`src/rtl/madd_vec_pkg.sv`:
```
// Package: slice code type and the per-group code table for the
// multiply-add test sequence. Code bit order is {A, B, C, S_hi, S_lo}.
package madd_vec_pkg;

    typedef logic [4:0] slice_code_t;

    typedef struct packed {
        slice_code_t base;
        slice_code_t marker;
        slice_code_t trail;
        logic        cin;
    } group_codes_t;

    // Return the code set of one of the four groups.
    function automatic group_codes_t group_codes(input logic [1:0] grp);
        group_codes_t g;
        case (grp)
            2'd0:    g = '{base: 5'b11100, marker: 5'b11000, trail: 5'b11101, cin: 1'b1};
            2'd1:    g = '{base: 5'b00011, marker: 5'b00111, trail: 5'b00010, cin: 1'b0};
            2'd2:    g = '{base: 5'b10100, marker: 5'b10000, trail: 5'b10101, cin: 1'b1};
            default: g = '{base: 5'b01011, marker: 5'b01111, trail: 5'b01010, cin: 1'b0};
        endcase
        return g;
    endfunction

endpackage

```
`src/rtl/madd_seq_ctr.sv`:
```
// Sequence counter: holds the group (0..3) and the position inside the
// group (0..W). Assumes start has priority over advance; advance counts
// only while running.
module madd_seq_ctr #(
    parameter int W  = 4,
    localparam int PW = $clog2(W + 1)
) (
    input  logic          clk,
    input  logic          rst_n,
    input  logic          start,
    input  logic          advance,
    output logic          running,
    output logic [1:0]    grp,
    output logic [PW-1:0] pos,
    output logic          last
);
    localparam logic [PW-1:0] POS_MAX = PW'(W);

    logic at_end;
    assign at_end = (grp == 2'd3) && (pos == POS_MAX);

    // Step group/position, restart on start, wrap after the final vector.
    always_ff @(posedge clk) begin
        if (!rst_n) begin
            running <= 1'b0;
            grp     <= 2'd0;
            pos     <= '0;
        end else if (start) begin
            running <= 1'b1;
            grp     <= 2'd0;
            pos     <= '0;
        end else if (running && advance) begin
            if (pos == POS_MAX) begin
                pos <= '0;
                grp <= grp + 2'd1;
            end else begin
                pos <= pos + PW'(1);
            end
        end
    end

    // Flag the final vector of the run.
    always_comb last = running && at_end;

endmodule

```
`src/rtl/madd_slice_enc.sv`:
```
// Slice encoder: picks the 5-bit code for bit slice IDX from the current
// group and position. Position 0 is all base; position p puts the marker on
// slice p-1, trailing below it, base above it.
module madd_slice_enc
    import madd_vec_pkg::*;
#(
    parameter int W   = 4,
    parameter int IDX = 0,
    localparam int PW = $clog2(W + 1)
) (
    input  logic [1:0]    grp,
    input  logic [PW-1:0] pos,
    output slice_code_t   code
);
    group_codes_t gc;
    int           mark_slice;

    // Select base, marker or trailing code for this slice.
    always_comb begin
        gc         = group_codes(grp);
        mark_slice = int'(pos) - 1;
        if (pos == '0 || mark_slice < IDX) begin
            code = gc.base;
        end else if (mark_slice == IDX) begin
            code = gc.marker;
        end else begin
            code = gc.trail;
        end
    end

endmodule

```
`src/rtl/madd_exp_model.sv`:
```
// Expected-result model: S + A*B + C + 2^W*Cin over 2W+1 bits.
// Assumes the inputs are the operands being applied this cycle.
module madd_exp_model #(
    parameter int W  = 4,
    localparam int RW = 2 * W + 1
) (
    input  logic [W-1:0]   a,
    input  logic [W-1:0]   b,
    input  logic [W-1:0]   c,
    input  logic [2*W-1:0] s,
    input  logic           cin,
    output logic [2*W-1:0] p,
    output logic           cout
);
    logic [RW-1:0] sum;

    // Add the four terms at full width and split off the carry.
    always_comb begin
        sum  = RW'(s) + (RW'(a) * RW'(b)) + RW'(c) + (RW'(cin) << W);
        p    = sum[2*W-1:0];
        cout = sum[2*W];
    end

endmodule

```
`src/rtl/madd_vecgen.sv`:
```
// Top: deterministic test vector generator for a W x W multiply-add array.
// Assumes a single clock, synchronous active-low reset, and pulse-style
// start/advance inputs. Outputs are combinational from the counter state.
module madd_vecgen
    import madd_vec_pkg::*;
#(
    parameter int W = 4
) (
    input  logic           clk,
    input  logic           rst_n,
    input  logic           start,
    input  logic           advance,
    output logic           running,
    output logic           last,
    output logic [W-1:0]   vec_a,
    output logic [W-1:0]   vec_b,
    output logic [W-1:0]   vec_c,
    output logic [2*W-1:0] vec_s,
    output logic           vec_cin,
    output logic [2*W-1:0] exp_p,
    output logic           exp_cout
);
    localparam int PW = $clog2(W + 1);

    logic [1:0]    grp;
    logic [PW-1:0] pos;
    group_codes_t  cur_gc;

    madd_seq_ctr #(.W(W)) u_ctr (
        .clk     (clk),
        .rst_n   (rst_n),
        .start   (start),
        .advance (advance),
        .running (running),
        .grp     (grp),
        .pos     (pos),
        .last    (last)
    );

    // One encoder per slice; unpack its code onto the operand pins.
    for (genvar i = 0; i < W; i++) begin : g_slice
        slice_code_t code;

        madd_slice_enc #(.W(W), .IDX(i)) u_enc (
            .grp  (grp),
            .pos  (pos),
            .code (code)
        );

        assign vec_a[i]   = code[4];
        assign vec_b[i]   = code[3];
        assign vec_c[i]   = code[2];
        assign vec_s[i+W] = code[1];
        assign vec_s[i]   = code[0];
    end

    // Carry input is fixed per group.
    always_comb begin
        cur_gc  = group_codes(grp);
        vec_cin = cur_gc.cin;
    end

    madd_exp_model #(.W(W)) u_exp (
        .a    (vec_a),
        .b    (vec_b),
        .c    (vec_c),
        .s    (vec_s),
        .cin  (vec_cin),
        .p    (exp_p),
        .cout (exp_cout)
    );

endmodule

```
`config.mk`:
```
export PLATFORM = sky130hd
export DESIGN_NAME = madd_vecgen
export DESIGN_NICKNAME = d
export VERILOG_FILES = /design/src/rtl/madd_vec_pkg.sv /design/src/rtl/madd_seq_ctr.sv /design/src/rtl/madd_slice_enc.sv /design/src/rtl/madd_exp_model.sv /design/src/rtl/madd_vecgen.sv
export SDC_FILE = /design/constraint.sdc
export NUM_CORES = 1
export LEC_CHECK = 0
export ABC_CLOCK_PERIOD_IN_PS = 7110
export BUFFER_PORTS_ARGS = -buffer_cell sky130_fd_sc_hd__buf_2
export CORE_MARGIN = 4
export CORE_UTILIZATION = 51
export DETAILED_ROUTE_END_ITERATION = 12
export PLACE_DENSITY = 0.8
export SLEW_MARGIN = 20
export SYNTH_ARGS = -nofsm -noshare
export SYNTH_HDL_FRONTEND = slang
export SYNTH_SLANG_ARGS = --single-unit
```
`constraint.sdc`:
```
create_clock -name clk -period 7.11 [get_ports clk]
set_input_delay 1.422 -clock clk [delete_from_list [all_inputs] [get_ports clk]]
set_output_delay 1.422 -clock clk [all_outputs]
set_load 0.01 [all_outputs]
```
* Yosys cells after proc, flatten, opt, wreduce, memory -nomap -nowiden
Index checks and enable logic that the tools add are counted.
W data, S select, Z words.
** Operators by class
- $add $sub $neg :: 6
- Multiply operators :: 1
- Order comparisons :: 4
- Equal/unequal tests :: 7
- Muxes and demuxes :: 10
- Bitwise logic cells :: 1
- Reductions and logical operators :: 12
** Operators by type and width (count)
- $eq A32 B3 Y1 const B :: 2
- $lt A32 B3 Y1 const B :: 2
- $pmux W16 S3 :: 1
- $mux W5 :: 8
- $eq A32 B2 Y1 const B :: 1
- $logic_not A32 Y1 :: 1
- $lt A32 B1 Y1 const B :: 1
- $lt A32 B2 Y1 const B :: 1
- $add A8 B8 Y9 :: 1
- $add A9 B4 Y9 :: 1
- $add A9 B5 Y9 :: 1
- $mul A4 B4 Y8 :: 1
- $eq A2 B2 Y1 const B :: 2
- $logic_or A1 B1 Y1 :: 4
- $sub A3 B1 Y4 const B :: 1
- $add A3 B1 Y3 const B :: 1
- $eq A3 B3 Y1 const B :: 1
- $logic_and A1 B1 Y1 :: 3
- $logic_not A3 Y1 :: 1
- $mux W3 :: 1
- $add A2 B1 Y2 const B :: 1
- $eq A2 B1 Y1 const B :: 1
- $logic_not A2 Y1 :: 1
- $reduce_and A2 Y1 :: 1
- other kinds (2) :: 2
** Word-level totals
- Register bits :: 6
- Bits of input ports :: 4
- Output and inout bits :: 32
- Logic and storage cells :: 44

* Depth between registers and ports, before layout
Gate-level depths: netlist of run 1.
- Word-level depth :: 8
- Mapped depth :: 18
- Gate-level depth less buffers :: 17

* By module
From an unflattened synthesis of run 1, not the netlist that was laid out.
** Second synthesis, totals
- Cell total of the unflattened synthesis :: 212
- Area total of the unflattened synthesis :: 1742.9 um^2
** By module, submodules not included
- madd_exp_model :: times used 1, cells each 103, area an instance 872.1 um^2, sequential area each 0.0 um^2
- madd_seq_ctr :: times used 1, cells each 29, area an instance 284.0 um^2, sequential area each 120.1 um^2
- madd_slice_enc at g_slice[2].u_enc :: times used 1, cells each 24, area an instance 176.4 um^2, sequential area each 0.0 um^2
- madd_slice_enc at g_slice[0].u_enc :: times used 1, cells each 22, area an instance 151.4 um^2, sequential area each 0.0 um^2
- madd_slice_enc at g_slice[3].u_enc :: times used 1, cells each 18, area an instance 141.4 um^2, sequential area each 0.0 um^2
- madd_slice_enc at g_slice[1].u_enc :: times used 1, cells each 15, area an instance 113.9 um^2, sequential area each 0.0 um^2
- madd_vecgen :: times used 1, cells each 1, area an instance 3.8 um^2, sequential area each 0.0 um^2

* Worst setup path before layout of run 1
Ideal clock, no wire load.
- Kind :: register to output
- From :: register u_ctr.pos[0]
- To :: output port exp_cout
- Data arrival time :: 4454 ps
- Data required time :: 5688 ps
- Setup slack :: 1234 ps
- Cell stages (with the launch flop) :: 19
- Path buffers :: 1
- Cell sequence :: dfxtp_1 inv_1 ha_1 buf_6 or2_4 o21ai_4 or3b_4 mux2i_1 fa_1 inv_1 ha_1 fa_1 ha_1 inv_1 fa_1 nand2b_1 a211oi_1 nor3_1 a221o_1
** Between the ends
- Word-level cells in the longest chain between the ends :: 8
- Elaborated cells between the ends (all ways) :: 26
- Those cells by class :: add/sub (4); mul (1); order compare (4); eq/ne (3); mux (8); reduce/logical (6)
** RTL lines
- from (decl) :: line madd_seq_ctr.sv:14 : output logic [PW-1:0] pos,
- from (signal assigned) :: line madd_seq_ctr.sv:37 : pos <= pos + PW'(1);
- $sub A3 B1 Y4 :: line madd_slice_enc.sv:21 : mark_slice = int'(pos) - 1;
- $lt A32 B1 Y1 (tied with other cells) :: line madd_slice_enc.sv:22 : if (pos == '0 || mark_slice < IDX) begin
- $logic_or A1 B1 Y1 or $mux W5 (tied branches) :: line madd_slice_enc.sv:22, madd_slice_enc.sv:24
- $mux W5 :: line madd_slice_enc.sv:22
- $mul A4 B4 Y8 :: line madd_exp_model.sv:19 : sum = RW'(s) + (RW'(a) * RW'(b)) + RW'(c) + (RW'(cin) << W);
- $add A8 B8 Y9 :: line madd_exp_model.sv:19
- $add A9 B4 Y9 (*) :: line madd_exp_model.sv:19
- $add A9 B5 Y9 (*) :: line madd_exp_model.sv:19
- to (decl) :: line madd_vecgen.sv:21 : output logic exp_cout
Every way passes the cells marked *; elsewhere a longest branch is shown, timed or not.

* Worst setup path in the final report of run 1
Ends and elaborated chain as after synthesis.

==> load_flow_metrics.sql, run 1 <==
INSERT INTO impl_metrics (metric_group, metric, value, unit) VALUES
('timing', 'grt_setup_unrepaired', 'no', ''),
('finish', 'final_nets', '195', ''),
('finish', 'ratio_of_cells_with_drive_above_1_in_the_final_layout', '0.284', ''),
('global_routing', 'grt_use_total', '0.159', ''),
('job', 'maxCapViolCount', '0', ''),
('placed_design', 'dpl.hpwl', '1940', 'um'),
('floorplanning', 'core', '2060', 'um^2'),
('finish', 'nFillCells', '191', ''),
('finish', 'antenna_cells_inserted', '0', ''),
('finish', 'post_synthesis_to_final_layout_area_growth', '12.2', '%'),
('routing', 'finalWirelength', '2290', 'um'),
('yosys', 'synth.mux.area_fraction', '0.0877', ''),
('outcome', 'outcome', 'finished, final reports clean', ''),
('setup_path', 'crit_type', 'register to output port', ''),
('yosys', 'synth_async_sr_flop_share', '0', ''),
('routing', 'detail_route.drc_violations', '0', ''),
('yosys', 'synth_xor_xnor_area_share', '0.0455', ''),
('timing', 'final_min_period_over_clock_period', '0.922', ''),
('global_routing', 'grt_antenna_before_repair', '0', ''),
('timing', 'worst_hold_check_slack', '0.550', 'ns'),
('floorplanning', 'fp.dieW', '55.6', 'um'),
('power', 'vdd_drop_max', '0.0967', 'mV'),
('routing', 'post_drt_via_cell_ratio', '5.29', ''),
('cts', 'clock_root_cell', 'sky130_fd_sc_hd__clkbuf_4', ''),
('yosys', 'dominant_combinational_cell_family_by_area_after_synthesis', 'adder cells', ''),
('yosys', 'post_synth_edffs', '0', ''),
('cts', 'post_cts.repair.setup_buffers', '0', ''),
('cts', 'worstSkewPairLatency', '0.24', 'ns'),
('yosys', 'synth_top_cell_by_area', 'sky130_fd_sc_hd__ha_1', ''),
('placed_design', 'worst_case_setup_slack_after_placement', '0.795', 'ns'),
('yosys', 'yosys_warnings', '0', ''),
('yosys', 'ff_latch_count_synth', '6', ''),
('yosys', 'mappedNetlistNets', '167', ''),
('setup_path', 'worst_ep_required_time', '5.69', 'ns'),
('timing', 'setup_viol_count_final', '0', ''),
('floorplanning', 'top_level_ports', '36', ''),
('yosys', 'synth_top_cells_by_count', 'sky130_fd_sc_hd__ha_1 (21), sky130_fd_sc_hd__inv_1 (15), sky130_fd_sc_hd__nor2_1 (12), sky130_fd_sc_hd__a21oi_1 (10), sky130_fd_sc_hd__buf_4 (10)', ''),
('timing', 'tightestPinTransition', '0.633', 'ns'),
('yosys', 'synthDistinctLibCells', '37', ''),
('setup_path', 'endpoint_kind', 'output port', ''),
('power', 'pwr_density_cell', '58.4', 'nW/um^2'),
('global_routing', 'via_count_of_the_first_global_routing_pass', '969', ''),
('yosys', 'netlist_area', '1160', 'um^2'),
('routing', 'detailroute.via_count', '999', ''),
('yosys', 'synth_top_cell_area_share', '0.227', ''),
('setup_path', 'cp.arrival', '5.13', 'ns'),
('placed_design', 'port_buffers', '35', ''),
('floorplanning', 'initial_utilization', '0.561', ''),
('routing', 'detail_route.iter0.violations', '13', ''),
('global_routing', 'grt_max_degree', '16', ''),
('floorplanning', 'floorplan.die_area', '3090', 'um^2'),
('setup_path', 'worst-path-max-fanout', '9', ''),
('timing', 'timing.fmax', '153', 'MHz'),
('cts', 'cts_hold_buf', '0', ''),
('power', 'p_leak', '0.660', 'nW'),
('yosys', 'yosys.area_share.adder', '0.331', ''),
('yosys', 'sequential_cell_area_fraction_in_the_yosys_report', '0.104', ''),
('timing', 'hold_viol', '0', ''),
('cts', 'worst_setup_hold_path_clk_slew', '0.04', 'ns'),
('cts', 'cts_buffer_depth', '2', ''),
('floorplanning', 'fp-row-count', '16', ''),
('global_routing', 'grt_remaining_overflow', '0', ''),
('timing', 'finalWorstSetupSlack', '0.556', 'ns'),
('yosys', 'netlist_instances', '136', ''),
('cts', 'clock_tree_from_tritoncts', 'done', ''),
('setup_path', 'timing.critical_path.from_type', 'register', ''),
('yosys', 'post-synth-top-count-cell', 'sky130_fd_sc_hd__ha_1', ''),
('global_routing', 'wire_length_of_the_first_global_routing_pass', '4130', 'um'),
('yosys', 'avgSynthCellArea', '8.50', 'um^2'),
('cts', 'cts_max_level', '1', ''),
('yosys', 'ys_top_cells_by_area', 'sky130_fd_sc_hd__ha_1 (23%), sky130_fd_sc_hd__dfxtp_1 (10%), sky130_fd_sc_hd__fa_1 (10%), sky130_fd_sc_hd__mux2i_1 (7.8%), sky130_fd_sc_hd__buf_4 (6.5%)', '');
==> sequential cells by signal, summed over array words and instances, names as in the netlist <==
register	flops
u_ctr.pos	3
u_ctr.grp	2
u_ctr.running	1
==> cells in the final DEF (no fill, tap or decap) <==
cell type,Yosys,final
sky130_fd_sc_hd__o21bai_1,1,1
sky130_fd_sc_hd__o21ba_2,1,1
sky130_fd_sc_hd__fa_1,6,6
sky130_fd_sc_hd__o22ai_1,1,1
sky130_fd_sc_hd__nor3_1,1,1
sky130_fd_sc_hd__buf_2,0,35
sky130_fd_sc_hd__o21ai_0,1,1
sky130_fd_sc_hd__or3b_4,1,1
sky130_fd_sc_hd__nand2_1,6,6
sky130_fd_sc_hd__o21ai_4,1,1
sky130_fd_sc_hd__xor2_1,2,2
sky130_fd_sc_hd__o21a_1,1,1
sky130_fd_sc_hd__nand4_1,1,1
sky130_fd_sc_hd__or2_4,1,1
sky130_fd_sc_hd__and3_1,1,1
sky130_fd_sc_hd__a21o_1,2,2
sky130_fd_sc_hd__dfxtp_1,6,6
sky130_fd_sc_hd__nand4b_1,1,1
sky130_fd_sc_hd__o211ai_1,1,1
sky130_fd_sc_hd__mux2i_1,9,9
sky130_fd_sc_hd__or3b_2,1,1
sky130_fd_sc_hd__mux2_2,1,1
sky130_fd_sc_hd__nor2_1,12,12
sky130_fd_sc_hd__nor2_2,1,1
sky130_fd_sc_hd__a21oi_1,10,10
sky130_fd_sc_hd__ha_1,21,21
sky130_fd_sc_hd__nand2b_1,5,5
sky130_fd_sc_hd__nand3b_1,1,1
sky130_fd_sc_hd__inv_1,15,15
sky130_fd_sc_hd__a211oi_1,2,2
sky130_fd_sc_hd__nand3_1,4,4
sky130_fd_sc_hd__and4_1,1,1
sky130_fd_sc_hd__a221o_1,1,1
sky130_fd_sc_hd__or2_2,1,1
sky130_fd_sc_hd__clkbuf_4,0,3
sky130_fd_sc_hd__xnor2_1,4,4
==> through the flow <==
step | utilization | std cells | instance area [um^2]
floorplan | - | 136 | 1160
global placement | 0.618 | 186 | 1270
detailed placement | 0.618 | 186 | 1270
CTS | 0.629 | 189 | 1300
global route | 0.629 | 189 | 1300
finish | 0.629 | 189 | 1300
==> where the power goes <==
group	switching (mW)	total [mW]	internal, mW	leakage, nW
combinational	0.00525	0.0100	0.00475	0.598
sequential	0.00104	0.0354	0.0344	0.0487
clock	0.0113	0.0303	0.0190	0.0138
total	0.0176	0.0758	0.0582	0.660
==> layer usage <==
metal | global-route usage | share of wire | routed length [um] | up-vias
li1 | - | - | - | 501
met2 | 0.287 | 0.51 | 1160 | 26
met4 | 0.0556 | 0.0092 | 21 | 0
met3 | 0.0232 | 0.049 | 113 | 3
met1 | 0.188 | 0.43 | 994 | 469
met5 | 0 | 0 | 0 | -
==> final timing paths <==
| path | startpoint | endpoint | cells after the start |
|---|---|---|---|
| min reg2reg | u_ctr.running | u_ctr.pos[1] | 2 |
| max reg2reg | u_ctr.pos[0] | u_ctr.grp[1] | 6 |
| max | u_ctr.pos[0] | exp_cout | 18 |
| min | u_ctr.running | u_ctr.pos[1] | 2 |
==> cells by family (layout without fill, tap and decap cells) <==
family | Yosys count | in the layout
adders and majority gates | 27 | 27
buffers and inverters | 27 | 53
muxes | 10 | 10
DFF | 6 | 6
xor gates and xnor gates | 6 | 6
and+or+nand+nor | 38 | 38
AOI/OAI and AO/OA | 22 | 22
==> cell type report <==
cell class              count  area, um^2  share of cell area
multi-input cells         103         890               0.686
repair buffers             35         175               0.135
flip-flops and latches      6         120              0.0926
inverters                  15        56.3              0.0434
well taps                  27        33.8              0.0260
clock buffers               3        22.5              0.0174
==> critical path: stages, from the launching register on <==
cell and delay [ns]:
sky130_fd_sc_hd__dfxtp_1 0.45, sky130_fd_sc_hd__inv_1 0.14, sky130_fd_sc_hd__ha_1 0.31, sky130_fd_sc_hd__or2_4 0.27, sky130_fd_sc_hd__o21ai_4 0.18, sky130_fd_sc_hd__or3b_4 0.43, sky130_fd_sc_hd__mux2i_1 0.15, sky130_fd_sc_hd__fa_1 0.52
sky130_fd_sc_hd__inv_1 0.04, sky130_fd_sc_hd__ha_1 0.21, sky130_fd_sc_hd__fa_1 0.51, sky130_fd_sc_hd__ha_1 0.18, sky130_fd_sc_hd__inv_1 0.06, sky130_fd_sc_hd__fa_1 0.39, sky130_fd_sc_hd__nand2b_1 0.19, sky130_fd_sc_hd__a211oi_1 0.38
sky130_fd_sc_hd__nor3_1 0.10, sky130_fd_sc_hd__a221o_1 0.26, sky130_fd_sc_hd__buf_2 0.14
Power figures use the tool's default switching activity.
==> run 2: changes to the inputs <==
Settings changed: ABC_AREA set to 1, CORE_UTILIZATION 51 to 52, PLACE_DENSITY 0.8 to 0.81.
==> load_flow_metrics.sql, run 2 <==
INSERT INTO impl_metrics (metric_group, metric, value, unit) VALUES
('setup_path', 'timing.critical_path.slowest_cell_delay', '0.54', 'ns'),
('setup_path', 'worst_ep_required_time', '5.69', 'ns'),
('routing', 'finalWirelength', '2490', 'um'),
('cts', 'worstSkewPairLatency', '0.24', 'ns'),
('yosys', 'mappedNetlistNets', '201', ''),
('floorplanning', 'core', '2060', 'um^2'),
('setup_path', 'crit_type', 'register to output port', ''),
('setup_path', 'worst-path-max-fanout', '8', ''),
('finish', 'multi_input_comb_area', '858', 'um^2'),
('setup_path', 'path_common_cell', 'sky130_fd_sc_hd__nand2_1', ''),
('yosys', 'netlist_area', '1180', 'um^2'),
('cts', 'postCtsResizedCells', '0', ''),
('global_routing', 'wire_length_of_the_first_global_routing_pass', '4540', 'um'),
('placed_design', 'dpl.hpwl', '2200', 'um'),
('power', 'report.power.total', '87.8', 'uW'),
('timing', 'finalWorstSetupSlack', '1.21', 'ns'),
('routing', 'detailroute.via_count', '1127', ''),
('yosys', 'synth_top_cell_area_share', '0.223', ''),
('yosys', 'post_synth_edffs', '0', ''),
('job', 'maxCapViolCount', '0', ''),
('yosys', 'netlist_instances', '170', ''),
('timing', 'grt_setup_unrepaired', 'no', ''),
('finish', 'final_nets', '231', ''),
('yosys', 'synth_top_cells_by_count', 'sky130_fd_sc_hd__nand2_1 (35), sky130_fd_sc_hd__inv_1 (31), sky130_fd_sc_hd__ha_1 (21), sky130_fd_sc_hd__nand3_1 (12)', ''),
('timing', 'timing.clock.skew', '0.00607', 'ns'),
('finish', 'biggestRegsByFlops', 'u_ctr.pos: 3 flops, u_ctr.grp: 2 flops, u_ctr.running: 1 flops', ''),
('setup_path', 'timing.critical_path.from_type', 'register', ''),
('floorplanning', 'fp.dieW', '55.6', 'um'),
('yosys', 'post-synth-top-count-cell', 'sky130_fd_sc_hd__nand2_1', ''),
('routing', 'post_dr_wirelength_cell', '11.0', 'um'),
('yosys', 'synth_async_sr_flop_share', '0', ''),
('global_routing', 'via_count_of_the_first_global_routing_pass', '1177', ''),
('yosys', 'yosys_warnings', '0', ''),
('floorplanning', 'top_level_ports', '36', ''),
('timing', 'hold_viol', '0', ''),
('timing', 'final.setup.tns', '0', 'ns'),
('finish', 'ratio_of_cells_with_drive_above_1_in_the_final_layout', '0.273', ''),
('cts', 'cts_buffer_depth', '2', ''),
('power', 'vdd_drop_max', '0.0874', 'mV'),
('setup_path', 'endpoint_kind', 'output port', ''),
('finish', 'register_area', '120', 'um^2'),
('global_routing', 'grt_max_degree', '11', ''),
('routing', 'detailedRoute.firstPassIterationCount', '4', ''),
('floorplanning', 'floorplan.die_area', '3090', 'um^2'),
('timing', 'tightestPinTransition', '0.381', 'ns'),
('yosys', 'ff_latch_count_synth', '6', ''),
('finish', 'finish.cell_count_without_fillers', '225', ''),
('timing', 'worst_hold_check_slack', '0.525', 'ns'),
('global_routing', 'grt_use_total', '0.171', ''),
('yosys', 'ys_top_cells_by_area', 'sky130_fd_sc_hd__ha_1 (22%), sky130_fd_sc_hd__nand2_1 (11%), sky130_fd_sc_hd__dfxtp_1 (10%), sky130_fd_sc_hd__fa_1 (10%), sky130_fd_sc_hd__inv_1 (9.9%)', ''),
('routing', 'detail_route.drc_violations', '0', ''),
('routing', 'post_drt_via_cell_ratio', '5.01', ''),
('outcome', 'outcome', 'finished, final reports clean', ''),
('power', 'pwr_density_cell', '65.8', 'nW/um^2'),
('yosys', 'synth_top_cell_by_area', 'sky130_fd_sc_hd__ha_1', ''),
('cts', 'clock_sink_count', '6', ''),
('cts', 'post_cts.repair.setup_buffers', '0', ''),
('yosys', 'sequential_cell_area_fraction_in_the_yosys_report', '0.102', ''),
('routing', 'ant_nets', '0', ''),
('cts', 'cts_made_buffers', '3', ''),
('yosys', 'synthDistinctLibCells', '22', ''),
('timing', 'report.final.slew_viol_count', '0', ''),
('finish', 'antenna_cells_inserted', '0', ''),
('yosys', 'avgSynthCellArea', '6.93', 'um^2'),
('floorplanning', 'floorplan.die.height', '55.6', 'um'),
('yosys', 'ys.flop_type', 'sky130_fd_sc_hd__dfxtp_1', ''),
('placed_design', 'worst_case_setup_slack_after_placement', '1.48', 'ns'),
('setup_path', 'cp.arrival', '4.47', 'ns'),
('global_routing', 'grt_antenna_before_repair', '0', ''),
('placed_design', 'port_buffers', '35', ''),
('cts', 'cts_max_level', '1', ''),
('cts', 'cts_hold_buf', '0', ''),
('cts', 'clock_tree_from_tritoncts', 'done', ''),
('global_routing', 'grt_remaining_overflow', '0', ''),
('cts', 'clock_root_cell', 'sky130_fd_sc_hd__clkbuf_4', ''),
('finish', 'nFillCells', '201', ''),
('finish', 'regMostFlops', 'u_ctr.pos', ''),
('finish', 'largest_register_ffs', '3', ''),
('timing', 'timing.fmax', '170', 'MHz'),
('timing', 'max-slew-margin-rel', '0.743', ''),
('placed_design', 'placedCellCount', '222', ''),
('finish', 'post_synthesis_to_final_layout_area_growth', '13.3', '%'),
('worst_hold_path', 'min_path_type', 'register to register', ''),
('floorplanning', 'initial_utilization', '0.571', ''),
('timing', 'final_min_period_over_clock_period', '0.829', ''),
('placed_design', 'gp_routability_congestion', '0.889', ''),
('routing', 'detail_route.iter0.violations', '31', ''),
('timing', 'timing.final.crit_period', '5.90', 'ns'),
('timing', 'setup_viol_count_final', '0', ''),
('cts', 'worst_setup_hold_path_clk_slew', '0.05', 'ns'),
('finish', 'most-common-layout-cells', 'sky130_fd_sc_hd__nand2_1 (35), sky130_fd_sc_hd__buf_2 (35), sky130_fd_sc_hd__inv_1 (31), sky130_fd_sc_hd__ha_1 (21), sky130_fd_sc_hd__nand3_1 (12)', ''),
('power', 'p_leak', '0.761', 'nW'),
('setup_path', 'path_cells', 'inv_1 > ha_1 > nor2_2 > inv_1 > nand2_1 > nand3_2 > nand2_1 > fa_1 > inv_1 > ha_1 > fa_1 > ha_1 > inv_1 > fa_1 > o21ai_0 > nand2_1 > nand2_1 > o21ai_0 > nand2_1 > buf_2', ''),
('floorplanning', 'fp-row-count', '16', ''),
('setup_path', 'cp_slowest_cell', 'sky130_fd_sc_hd__fa_1', '');
[run 2: critical path: cells and delay by family (launching register included)]
kind / cells / cell delay (ns)
DFF: 1 / 0.32
and+or+nand+nor: 7 / 0.66
buffers and inverters: 5 / 0.62
adders and majority gates: 6 / 2.26
AOI/OAI and AO/OA: 2 / 0.37
[run 2: where the power goes]
group | internal [mW] | leakage [nW] | switching [mW] | total (mW)
registers | 0.0345 | 0.0488 | 0.000915 | 0.0354
clock network | 0.0191 | 0.0138 | 0.0118 | 0.0308
logic | 0.00817 | 0.699 | 0.0133 | 0.0215
total | 0.0617 | 0.761 | 0.0260 | 0.0878
[run 2: area by class of cell]
type | instances | area share
Clock buffer | 3 | 0.0169
Multi-Input combinational cell | 121 | 0.644
Tap cell | 27 | 0.0253
Timing Repair Buffer | 35 | 0.131
Sequential cell | 6 | 0.0901
Inverter | 33 | 0.0929
[run 2: per-layer routing]
layer / global-route usage / share of wire / vias to the layer above
li1: - / - / 574
met1: 0.189 / 0.43 / 508
met2: 0.316 / 0.49 / 39
met3: 0.0278 / 0.073 / 6
met4: 0.0799 / 0.015 / 0
met5: 0 / 0 / -
[run 2: path summary, 6_finish.rpt]
kind	startpoint	endpoint	slack, ns	cells past startpoint
max	u_ctr.grp[0]	exp_cout	1.21	20
min	u_ctr.running	u_ctr.running	0.53	2
max reg2reg	u_ctr.pos[0]	u_ctr.pos[1]	5.64	5
min reg2reg	u_ctr.running	u_ctr.running	0.53	2
[run 2: logic make-up (layout without fill, tap and decap cells)]
family	count (synthesis)	after routing	synth area share
compound gates	14	14	0.0616
xor+xnor	3	3	0.0223
fa+ha+maj	27	27	0.325
buf+inv	43	71	0.169
flops	6	6	0.102
simple gates	77	77	0.320
[run 2: metrics by stage]
step,util,area (um^2)
6_report,0.647,1330
5_1_grt,0.647,1330
4_1_cts,0.647,1330
3_5_place_dp,0.636,1310
3_3_place_gp,0.636,1310
2_1_floorplan,-,1180
